[config.mk]
export PLATFORM = sky130hd
export DESIGN_NAME = rx_init_seq
export DESIGN_NICKNAME = d
export VERILOG_FILES = /design/src/rtl/rx_init_pkg.sv /design/src/rtl/rx_init_lock_qual.sv /design/src/rtl/rx_init_lane_mux.sv /design/src/rtl/rx_init_slip_search.sv /design/src/rtl/rx_init_seq.sv
export SDC_FILE = /design/constraint.sdc
export NUM_CORES = 1
export LEC_CHECK = 0
export BUFFER_PORTS_ARGS = -buffer_cell sky130_fd_sc_hd__buf_2
export CORE_UTILIZATION = 47
export DETAILED_ROUTE_END_ITERATION = 16
export GPL_ROUTABILITY_DRIVEN = 0
export PLACE_DENSITY_LB_ADDON = 0.12
export SLEW_MARGIN = 20
export SYNTH_ARGS = -nofsm -noshare
export SYNTH_HDL_FRONTEND = slang
export SYNTH_SLANG_ARGS = --single-unit
export TNS_END_PERCENT = 10
[constraint.sdc]
create_clock -name clk -period 1.8 [get_ports clk]
set_clock_uncertainty 0.15 [all_clocks]
set_input_delay 0.27 -clock clk [delete_from_list [all_inputs] [get_ports clk]]
set_output_delay 0.27 -clock clk [all_outputs]
set_load 0.01 [all_outputs]
[src/rtl/rx_init_pkg.sv]
// Shared types for the receiver bring-up sequencer.
// Assumes nothing beyond IEEE 1800-2017 enums.
package rx_init_pkg;

    typedef enum logic [2:0] {
        ST_PLL_RST,
        ST_WAIT_LOCK,
        ST_PHASE_RST,
        ST_WAIT_PHASE,
        ST_FIFO_RST,
        ST_SLIP_RST,
        ST_ALIGN,
        ST_READY
    } seq_state_t;

    typedef enum logic [1:0] {
        SR_CMP,
        SR_PULSE,
        SR_WAIT
    } srch_state_t;

endpackage

[src/rtl/rx_init_lock_qual.sv]
// Lock qualifier: reports a steady lock after STABLE_CYC consecutive high
// samples of lock_in. Any low sample, or clr, restarts the count.
// Assumes lock_in is already synchronous to clk.
module rx_init_lock_qual #(
    parameter int unsigned STABLE_CYC = 256
) (
    input  logic clk,
    input  logic rst_n,
    input  logic clr,
    input  logic lock_in,
    output logic stable
);
    localparam int unsigned CW = $clog2(STABLE_CYC + 1);

    logic [CW-1:0] cnt;

    // Count consecutive high samples, saturating at the target.
    always_ff @(posedge clk) begin
        if (!rst_n || clr || !lock_in)
            cnt <= '0;
        else if (cnt != CW'(STABLE_CYC))
            cnt <= cnt + 1'b1;
    end

    assign stable = lock_in && (cnt == CW'(STABLE_CYC));

    AST_DROP_RESTARTS: assert property (@(posedge clk) disable iff (!rst_n)
        !lock_in |=> !stable);

endmodule

[src/rtl/rx_init_lane_mux.sv]
// Lane selector: routes the selected lane's word to the search logic and
// fans the single slip request out to that lane only.
// Assumes sel < LANES.
module rx_init_lane_mux #(
    parameter int unsigned LANES  = 4,
    parameter int unsigned WORD_W = 8,
    localparam int unsigned IW    = (LANES > 1) ? $clog2(LANES) : 1
) (
    input  logic [IW-1:0]           sel,
    input  logic [LANES*WORD_W-1:0] words,
    input  logic                    slip_in,
    output logic [WORD_W-1:0]       word_out,
    output logic [LANES-1:0]        slip_out
);
    // Pick the selected lane's word.
    assign word_out = words[sel*WORD_W +: WORD_W];

    // Demultiplex the slip request, one gate per lane.
    for (genvar g = 0; g < LANES; g++) begin : g_slip
        assign slip_out[g] = slip_in && (sel == IW'(g));
    end

endmodule

[src/rtl/rx_init_slip_search.sv]
// Slip search for one lane at a time: compares the word with CHAR, and on a
// mismatch issues one slip pulse, waits SETTLE_CYC cycles and compares again.
// Reports a match, or a failure once ROLLOVER slips have not produced a match.
// Assumes the caller drops 'active' to restart it and changes lanes only
// on a match.
module rx_init_slip_search
    import rx_init_pkg::*;
#(
    parameter int unsigned          WORD_W     = 8,
    parameter logic [WORD_W-1:0]    CHAR       = 'hBC,
    parameter int unsigned          SETTLE_CYC = 5,
    parameter int unsigned          ROLLOVER   = 10
) (
    input  logic              clk,
    input  logic              rst_n,
    input  logic              active,
    input  logic [WORD_W-1:0] word,
    output logic              slip,
    output logic              match,
    output logic              fail
);
    localparam int unsigned SW = $clog2(ROLLOVER + 1);
    localparam int unsigned WW = $clog2(SETTLE_CYC + 1);
    localparam int unsigned GW = $clog2(SETTLE_CYC + 3);

    srch_state_t   st;
    logic [SW-1:0] slips;
    logic [WW-1:0] wt;
    logic          hit;

    assign hit   = (word == CHAR);
    assign match = active && (st == SR_CMP) && hit;
    assign fail  = active && (st == SR_CMP) && !hit && (slips == SW'(ROLLOVER));
    assign slip  = active && (st == SR_PULSE);

    // Compare / pulse / settle loop with a slip budget.
    always_ff @(posedge clk) begin
        if (!rst_n || !active) begin
            st    <= SR_CMP;
            slips <= '0;
            wt    <= '0;
        end else begin
            case (st)
                SR_CMP: begin
                    if (match || fail) slips <= '0;
                    else               st    <= SR_PULSE;
                end
                SR_PULSE: begin
                    slips <= slips + 1'b1;
                    wt    <= '0;
                    st    <= SR_WAIT;
                end
                default: begin
                    if (wt == WW'(SETTLE_CYC - 1)) st <= SR_CMP;
                    else                           wt <= wt + 1'b1;
                end
            endcase
        end
    end

    // Checker state: cycles since the previous slip pulse.
    logic [GW-1:0] since;
    logic          seen;
    always_ff @(posedge clk) begin
        if (!rst_n || !active) begin
            since <= '0;
            seen  <= 1'b0;
        end else if (slip) begin
            since <= GW'(1);
            seen  <= 1'b1;
        end else if (since != GW'(SETTLE_CYC + 2)) begin
            since <= since + 1'b1;
        end
    end

    AST_SETTLE_GAP: assert property (@(posedge clk) disable iff (!rst_n)
        slip |-> (!seen || since >= GW'(SETTLE_CYC + 1)));

    AST_BUDGET: assert property (@(posedge clk) disable iff (!rst_n)
        slip |-> slips < SW'(ROLLOVER));

endmodule

[src/rtl/rx_init_seq.sv]
// Receiver bring-up sequencer. Order: synthesizer reset, steady-lock wait,
// then (phase-aligned mode) aligner release, all-lane lock wait and FIFO
// reset pulse, then slip reset, lane-by-lane word search and ready.
// A slip-budget failure flags the lane and restarts from the aligner reset.
// Assumes all inputs are synchronous to clk.
module rx_init_seq
    import rx_init_pkg::*;
#(
    parameter int unsigned       LANES           = 4,
    parameter int unsigned       WORD_W          = 8,
    parameter logic [WORD_W-1:0] ALIGN_CHAR      = 'hBC,
    parameter int unsigned       PLL_HOLD_CYC    = 4,
    parameter int unsigned       LOCK_STABLE_CYC = 256,
    parameter int unsigned       FIFO_RST_CYC    = 2,
    parameter int unsigned       SLIP_RST_CYC    = 2,
    parameter int unsigned       SETTLE_CYC      = 5,
    parameter int unsigned       SLIP_ROLLOVER   = 10
) (
    input  logic                    clk,
    input  logic                    rst_n,
    input  logic                    reinit_req,
    input  logic                    use_phase_align,
    input  logic                    pll_locked,
    input  logic [LANES-1:0]        lane_locked,
    input  logic [LANES*WORD_W-1:0] rx_word,
    output logic                    pll_rst,
    output logic                    align_rst,
    output logic                    fifo_rst,
    output logic                    slip_rst,
    output logic [LANES-1:0]        slip_pulse,
    output logic                    ready,
    output logic [LANES-1:0]        lane_fail
);
    localparam int unsigned IW   = (LANES > 1) ? $clog2(LANES) : 1;
    localparam int unsigned MAXA = (PLL_HOLD_CYC > FIFO_RST_CYC) ? PLL_HOLD_CYC : FIFO_RST_CYC;
    localparam int unsigned MAXH = (MAXA > SLIP_RST_CYC) ? MAXA : SLIP_RST_CYC;
    localparam int unsigned TW   = $clog2(MAXH + 1);
    localparam int unsigned HW   = $clog2(PLL_HOLD_CYC + 1);

    seq_state_t        st, st_nxt;
    logic [TW-1:0]     tmr;
    logic [IW-1:0]     lane_idx;
    logic              phase_mode;
    logic [LANES-1:0]  fail_q;
    logic              lock_stable;
    logic              srch_active, srch_slip, srch_match, srch_fail;
    logic [WORD_W-1:0] sel_word;
    logic              last_lane;

    assign srch_active = (st == ST_ALIGN);
    assign last_lane   = (lane_idx == IW'(LANES - 1));

    rx_init_lock_qual #(.STABLE_CYC(LOCK_STABLE_CYC)) u_qual (
        .clk     (clk),
        .rst_n   (rst_n),
        .clr     (pll_rst),
        .lock_in (pll_locked),
        .stable  (lock_stable)
    );

    rx_init_lane_mux #(.LANES(LANES), .WORD_W(WORD_W)) u_mux (
        .sel      (lane_idx),
        .words    (rx_word),
        .slip_in  (srch_slip),
        .word_out (sel_word),
        .slip_out (slip_pulse)
    );

    rx_init_slip_search #(
        .WORD_W     (WORD_W),
        .CHAR       (ALIGN_CHAR),
        .SETTLE_CYC (SETTLE_CYC),
        .ROLLOVER   (SLIP_ROLLOVER)
    ) u_srch (
        .clk    (clk),
        .rst_n  (rst_n),
        .active (srch_active),
        .word   (sel_word),
        .slip   (srch_slip),
        .match  (srch_match),
        .fail   (srch_fail)
    );

    // Next-state selection for the bring-up order.
    always_comb begin
        st_nxt = st;
        case (st)
            ST_PLL_RST:    if (tmr == TW'(PLL_HOLD_CYC - 1)) st_nxt = ST_WAIT_LOCK;
            ST_WAIT_LOCK:  if (lock_stable) st_nxt = phase_mode ? ST_WAIT_PHASE : ST_SLIP_RST;
            ST_PHASE_RST:  st_nxt = phase_mode ? ST_WAIT_PHASE : ST_SLIP_RST;
            ST_WAIT_PHASE: if (&lane_locked) st_nxt = ST_FIFO_RST;
            ST_FIFO_RST:   if (tmr == TW'(FIFO_RST_CYC - 1)) st_nxt = ST_SLIP_RST;
            ST_SLIP_RST:   if (tmr == TW'(SLIP_RST_CYC - 1)) st_nxt = ST_ALIGN;
            ST_ALIGN: begin
                if (srch_fail)                    st_nxt = ST_PHASE_RST;
                else if (srch_match && last_lane) st_nxt = ST_READY;
            end
            default: st_nxt = ST_READY;
        endcase
        if (reinit_req) st_nxt = ST_PLL_RST;
    end

    // State, step timer and captured mode.
    always_ff @(posedge clk) begin
        if (!rst_n) begin
            st         <= ST_PLL_RST;
            tmr        <= '0;
            phase_mode <= 1'b1;
        end else begin
            st <= st_nxt;
            if (st_nxt != st || reinit_req) tmr <= '0;
            else if (tmr != {TW{1'b1}})     tmr <= tmr + 1'b1;
            if (st == ST_PLL_RST) phase_mode <= use_phase_align;
        end
    end

    // Lane pointer: walks up on each match while aligning.
    always_ff @(posedge clk) begin
        if (!rst_n || st != ST_ALIGN)
            lane_idx <= '0;
        else if (srch_match && !last_lane)
            lane_idx <= lane_idx + 1'b1;
    end

    // Sticky per-lane failure flags, cleared by a full restart.
    always_ff @(posedge clk) begin
        if (!rst_n || reinit_req) begin
            fail_q <= '0;
        end else if (srch_fail) begin
            for (int i = 0; i < LANES; i++)
                if (lane_idx == IW'(i)) fail_q[i] <= 1'b1;
        end
    end

    assign pll_rst   = (st == ST_PLL_RST);
    assign align_rst = !phase_mode || (st == ST_PLL_RST) ||
                       (st == ST_WAIT_LOCK) || (st == ST_PHASE_RST);
    assign fifo_rst  = (st == ST_FIFO_RST);
    assign slip_rst  = (st == ST_SLIP_RST);
    assign ready     = (st == ST_READY);
    assign lane_fail = fail_q;

    // Checker state: length of the current synthesizer-reset run.
    logic [HW-1:0] hold_cnt;
    always_ff @(posedge clk) begin
        if (!rst_n || !pll_rst)               hold_cnt <= '0;
        else if (hold_cnt != HW'(PLL_HOLD_CYC)) hold_cnt <= hold_cnt + 1'b1;
    end

    AST_PLL_HOLD: assert property (@(posedge clk) disable iff (!rst_n)
        $fell(pll_rst) |-> hold_cnt >= HW'(PLL_HOLD_CYC));

    AST_RESETS_TOGETHER: assert property (@(posedge clk) disable iff (!rst_n)
        pll_rst |-> align_rst && !fifo_rst && !slip_rst && !ready);

    AST_ALIGN_AFTER_LOCK: assert property (@(posedge clk) disable iff (!rst_n)
        $fell(align_rst) |-> $past(pll_locked) && !pll_rst);

    AST_FIFO_AFTER_PHASE: assert property (@(posedge clk) disable iff (!rst_n)
        $rose(fifo_rst) |-> $past(&lane_locked) && !align_rst);

    AST_ONE_SLIP: assert property (@(posedge clk) disable iff (!rst_n)
        $onehot0(slip_pulse));

    AST_READY_QUIET: assert property (@(posedge clk) disable iff (!rst_n)
        ready |-> slip_pulse == '0 && !fifo_rst && !slip_rst && !pll_rst);

    AST_FAIL_STICKY: assert property (@(posedge clk) disable iff (!rst_n)
        !$past(reinit_req) |-> (lane_fail & $past(lane_fail)) == $past(lane_fail));

endmodule

After elaboration in Yosys (flattened, before gate mapping) --
Cells that the tools add are included.
Operators by class: $add $sub $neg 5, multiply operators 0, divide/modulo/power cells 0, magnitude comparators 0, eq/ne operators 24, shifts and indexed selects 1, muxes and demuxes 17, bitwise operators 2, reductions and logical operators 42
Operators by type and width (number):
- $shiftx A32 B6 Y8 | 1
- $mux W3 | 10
- $pmux W3 S7 | 1
- $eq A3 B3 Y1 const B | 5
- $reduce_and A2 Y1 | 7
- $logic_and A1 B1 Y1 | 12
- $logic_or A1 B1 Y1 | 10
- $add A9 B1 Y9 const B | 1
- $eq A3 B2 Y1 const B | 3
- $eq A9 B9 Y1 const B | 1
- $ne A9 B9 Y1 const B | 1
- $eq A8 B8 Y1 const B | 1
- $pmux W4 S2 | 1
- $add A3 B1 Y3 const B | 2
- $eq A3 B1 Y1 const B | 2
- $logic_not A1 Y1 | 6
- $ne A3 B3 Y1 const B | 2
- $pmux W3 S2 | 1
- $add A4 B1 Y4 const B | 1
- $eq A2 B1 Y1 const B | 2
- $eq A2 B2 Y1 const B | 2
- $eq A4 B4 Y1 const B | 1
- $logic_not A2 Y1 | 2
- $mux W2 | 2
- other kinds (12) | 14
Word-level totals: flip-flop bits (word level) 31, bits in latches 0, memory bits (writable) 0, memory bits (read-only) 0, input port bits 41, logic and storage cells 103, memories kept 0

Logic depth before layout (Yosys ltp) --
depth in word-level cells 11, depth in mapped cells 8

By module --
Synthesis repeated with hierarchy kept, for this count alone.
Unflattened totals: cell total of the unflattened synthesis 226, area, all modules 2123.3 um2
Modules (own cells, without submodules):
- rx_init_seq | times used 1, cells each 98, area an instance 879.6 um2, sequential area each 260.2 um2
- rx_init_slip_search | times used 1, cells each 64, area an instance 549.3 um2, sequential area each 180.2 um2
- rx_init_lock_qual | times used 1, cells each 50, area an instance 455.4 um2, sequential area each 180.2 um2
- rx_init_lane_mux | times used 1, cells each 14, area an instance 239.0 um2, sequential area each 0.0 um2

Least setup slack after synthesis --
OpenSTA, ideal clock, no wires.
path type reg-to-reg, start point reg u_qual.cnt[0], end point reg tmr[0], library setup time 0.129 ns, data arrival time 1.521 ns, data required time 1.521 ns, setup slack -0.001 ns, cell stages (with the launch flop) 8, buffers on the path 0, period minus slack after synthesis 1.801 ns, path through dfxtp_1 -> inv_1 -> ha_1 -> nor4b_2 -> nand2_2 -> or4_4 -> o2111ai_1 -> nor4b_1
On the way: longest elaborated chain between the ends 8
RTL lines:
- start: declaration | RTL line rx_init_lock_qual.sv:15 | logic [CW-1:0] cnt;
- start signal: assignment | RTL line rx_init_lock_qual.sv:22 | cnt <= cnt + 1'b1;
- $eq A9 B9 Y1 | RTL line rx_init_lock_qual.sv:25 | assign stable = lock_in && (cnt == CW'(STABLE_CYC));
- $logic_and A1 B1 Y1 | RTL line rx_init_lock_qual.sv:25
- $mux W3 | RTL line rx_init_seq.sv:89 | ST_WAIT_LOCK: if (lock_stable) st_nxt = phase_mode ? ST_WAIT_PHASE : ST_SLIP_RST;
- $pmux W3 S7 | RTL line rx_init_seq.sv:87 | case (st)
- $mux W3 | RTL line rx_init_seq.sv:100 | if (reinit_req) st_nxt = ST_PLL_RST;
- $ne A3 B3 Y1 | RTL line rx_init_seq.sv:111 | if (st_nxt != st || reinit_req) tmr <= '0;
- $logic_or A1 B1 Y1 | RTL line rx_init_seq.sv:111
- $reduce_or A2 Y1 (no source line)
- end signal: assignment | RTL line rx_init_seq.sv:112 | else if (tmr != {TW{1'b1}}) tmr <= tmr + 1'b1;
- end: declaration | RTL line rx_init_seq.sv:41 | logic [TW-1:0] tmr;
No other way between the ends. A chain may end at the register's enable or synchronous reset.

Worst setup path after layout --
start point reg u_qual.cnt[1], end point reg st[1]
On the way: longest elaborated chain between the ends 5
RTL lines:
- $eq A9 B9 Y1 | RTL line rx_init_lock_qual.sv:25
- $logic_and A1 B1 Y1 | RTL line rx_init_lock_qual.sv:25
- $mux W3 | RTL line rx_init_seq.sv:89
- $pmux W3 S7 | RTL line rx_init_seq.sv:87
- $mux W3 | RTL line rx_init_seq.sv:100
- end signal: assignment | RTL line rx_init_seq.sv:110 | st <= st_nxt;
- end: declaration | RTL line rx_init_seq.sv:40 | seq_state_t st, st_nxt;
No other way between the ends.

==> impl_metrics.json <==
{
  "die_h_microns": 65.2,
  "cpMostUsedCell": "inv_2",
  "met3_length_microns": 197,
  "p_total_w": 0.00149,
  "cts_tree": "done",
  "fill_cells": 323,
  "synthSimpleGateAreaFrac": 0.336,
  "postSynth.asyncResetShare": 0,
  "slowest_stage": "or4_4",
  "fin_util": 0.678,
  "synth_edf_count": 0,
  "p_comb_frac": 0.052,
  "tightestPinTransition_ps": 382,
  "first_global_vias": 1737,
  "timing_hold_violations_final": 0,
  "syn-num-nets": 288,
  "synthAdderAreaFrac": 0.0934,
  "clk_latency_ps": 290,
  "seq_area_frac_synth": 0.331,
  "wire_per_inst_microns": 11.8,
  "cts.sinks": 31,
  "status": "finished, final reports clean",
  "synth_flop_cell": "dfxtp_1",
  "clk_pin_slew_ps": 70,
  "grt_pass1_wl_mm": 7.49,
  "pwr-share-seq": 0.465,
  "setup_violations": 0,
  "crit_path_start_kind": "flop",
  "crit_fanout": 3,
  "post-dp-hpwl_mm": 3.21,
  "critPathLaunch": "u_qual.cnt[1]$_SDFFE_PP0P_",
  "max_stage_delay_ps": 520,
  "port_buffers": 53,
  "drive_gt1_frac": 0.339,
  "path_cells": "inv_2 > ha_4 > nor4b_4 > nand2_2 > or4_4 > inv_2 > o21ai_1 > a31oi_1",
  "p_leak_nw": 1.05,
  "synth_top_area_frac": 0.331,
  "fin_crit_sh": 0.985,
  "synth.avg_cell_area_sq_um": 8.05,
  "synth_cells": 233,
  "worstPathRequired_ps": 1870,
  "hp-start": "rst_n",
  "antenna_found_initial": 0,
  "ios": 54,
  "area_delta_synth_final_pct": 35.4,
  "drtIter0Drc": 50,
  "slew_headroom": 0.744,
  "layout.nets": 367,
  "synth.area.mux_share": 0.0113,
  "syn_area_sq_um": 1880,
  "worstSetupPathType": "reg2reg",
  "initial_core_util": 0.501,
  "power_density_nw_per_um2": 587,
  "wl_met2_mm": 1.90,
  "slew_viol_final": 0,
  "die_area_sq_um": 4250,
  "m1WireLength_mm": 2.05,
  "synth_compound_area_frac": 0.133,
  "cts_root_buffer": "clkbuf_8",
  "maxCapViolCount": 0,
  "ant_nets": 0,
  "p_int_w": 0.00118,
  "vdd_drop_max_uv": 542,
  "drc": 0,
  "yosysTopAreaCell": "dfxtp_1",
  "synth_area_leaders": "dfxtp_1, ha_1, nor2_1",
  "p_sw_frac": 0.206,
  "power.share.clock": 0.483,
  "synth_top_family_by_area": "simple AND/OR/NAND/NOR gates",
  "antenna_cells": 0,
  "synth_cell_types": 46,
  "dr.pass1.iters": 4,
  "grt_max_degree": 13,
  "maxUsedRoutingLayer": "met4",
  "core_area_sq_um": 3740,
  "cts_buffers": 5,
  "grt_use_total": 0.230,
  "clk_path_buf_depth": 2,
  "ys_warn_count": 0,
  "row_count": 22,
  "vias": 1867,
  "power_switching_w": 0.000307,
  "regToRegSetupSlack_ps": 30,
  "drt-vias-per-instance": 5.17,
  "drt-total-wl_mm": 4.24,
  "min_period_ps": 1770,
  "grt-ovfl-total": 0,
  "min-delay-path-class": "in2reg",
  "r2r_start": "u_qual.cnt[1]$_SDFFE_PP0P_",
  "fmax_mhz": 564,
  "critPathArrivalTime_ps": 1840,
  "die_w_microns": 65.2,
  "critPathCaptureType": "flop",
  "ys_seq_elements": 31,
  "h-tree-depth": 2,
  "rsz0062_at_grt": "true",
  "synthXorXnorAreaFrac": 0.0514
}
synthesized netlist by cell type, types with 6 or more instances:
cell type,instances
nand2_1,15
nor2_1,38
xnor2_1,6
a31oi_1,6
ha_1,14
inv_1,13
a21oi_1,9
o21ai_0,11
dfxtp_1,31
nand3_1,8
nand4_1,6
and2_1,6
placed cells by master (no fill, tap or decap), drive strengths merged, types with 2 or more instances in the layout:
cell type  instances
xor2               5
o32ai              2
inv               14
clkbuf             6
xnor2              6
nand2             16
nand4b             4
nand2b             5
and2               6
nor2b              5
a31oi              6
dfxtp             31
nand4              6
a22oi              2
nor3               6
nor4b              5
nand3              8
and3               5
a21oi              9
o21ai             12
or4                3
o2111ai            2
nand4bb            2
nand3b             2
nor2              38
ha                14
buf               79
worst paths after layout:
check,to,cells past startpoint
setup / recovery,st[1]$_SDFF_PN0_,8
hold / removal,phase_mode$_SDFFE_PN1P_,2
setup reg to reg,st[1]$_SDFF_PN0_,8
hold reg to reg,lane_fail[1]$_SDFFE_PP0P_,2
critical path, delay by kind of cell, from the launching register on:
| family | cells | cell delay, ps |
|---|---|---|
| AND/OR/NAND/NOR | 3 | 800 |
| adder cells (fa/ha/maj) | 1 | 120 |
| flip-flops | 1 | 330 |
| AO/OA/AOI/OAI | 2 | 180 |
| buffers and inverters | 2 | 130 |
flip-flops by register name, indices dropped and copies added, names as in the netlist:
signal / count
u_srch.wt: 3
u_srch.st: 2
lane_idx: 2
lane_fail: 4
u_srch.slips: 4
tmr: 3
u_qual.cnt: 9
st: 3
phase_mode: 1
layer usage:
layer  vias up  global-route usage
li1        987                   -
met1       834               0.286
met2        38               0.363
met3         8              0.0590
met4         0               0.122
met5         -                   0
repair_timing:
item / in CTS / in global routing
hold buffers: 0 / 0
resized for setup: 2 / 14
pin swaps: 1 / 5
endpoints found under the hold margin: 0 / 0
endpoints found under the setup margin: 8 / 17
setup buffers: 0 / 1
final cells by class:
type | count | area (sq um) | area share
Clock buffer | 6 | 82.6 | 0.0325
Tap cell | 48 | 60.1 | 0.0236
Multi-Input combinational cell | 181 | 1230 | 0.483
Timing Repair Buffer | 79 | 460 | 0.181
Sequential cell | 31 | 623 | 0.245
Clock inverter | 2 | 35.0 | 0.0138
Inverter | 14 | 52.6 | 0.0207
kinds of logic after synthesis:
kind of cell,count (synthesis)
AND/OR/NAND/NOR,114
AO/OA/AOI/OAI,40
flip-flops,31
buffers and inverters,21
adder cells (fa/ha/maj),14
XOR/XNOR,11
multiplexers,2
per-stage QoR:
stage | worst slack, ps | std cells | instance area [sq um] | hold WS (ps) | TNS, ps
after global placement | 14.5 | 352 | 2360 | 314 | 0
after global routing | -40.7 | 361 | 2540 | 59.4 | -149
after CTS | 20.5 | 360 | 2490 | 48.8 | 0
after detailed placement | -39.1 | 352 | 2360 | 303 | -50.2
final | 27.3 | 361 | 2540 | 54.4 | 0
after floorplan | 11.6 | 233 | 1880 | 182 | 0
power groups by stage:
| stage | Sequential, W | Clock (W) | Combinational, W |
|---|---|---|---|
| finish | 0.000693 | 0.000720 | 0.0000777 |
| global route | 0.000693 | 0.000763 | 0.0000862 |
| CTS | 0.000693 | 0.000733 | 0.0000783 |
| detailed placement | 0.000709 | 0 | 0.0000782 |
| global placement | 0.000709 | 0 | 0.0000765 |
| floorplan | 0.000708 | 0 | 0.0000278 |
(Power assumes the default switching activity.)
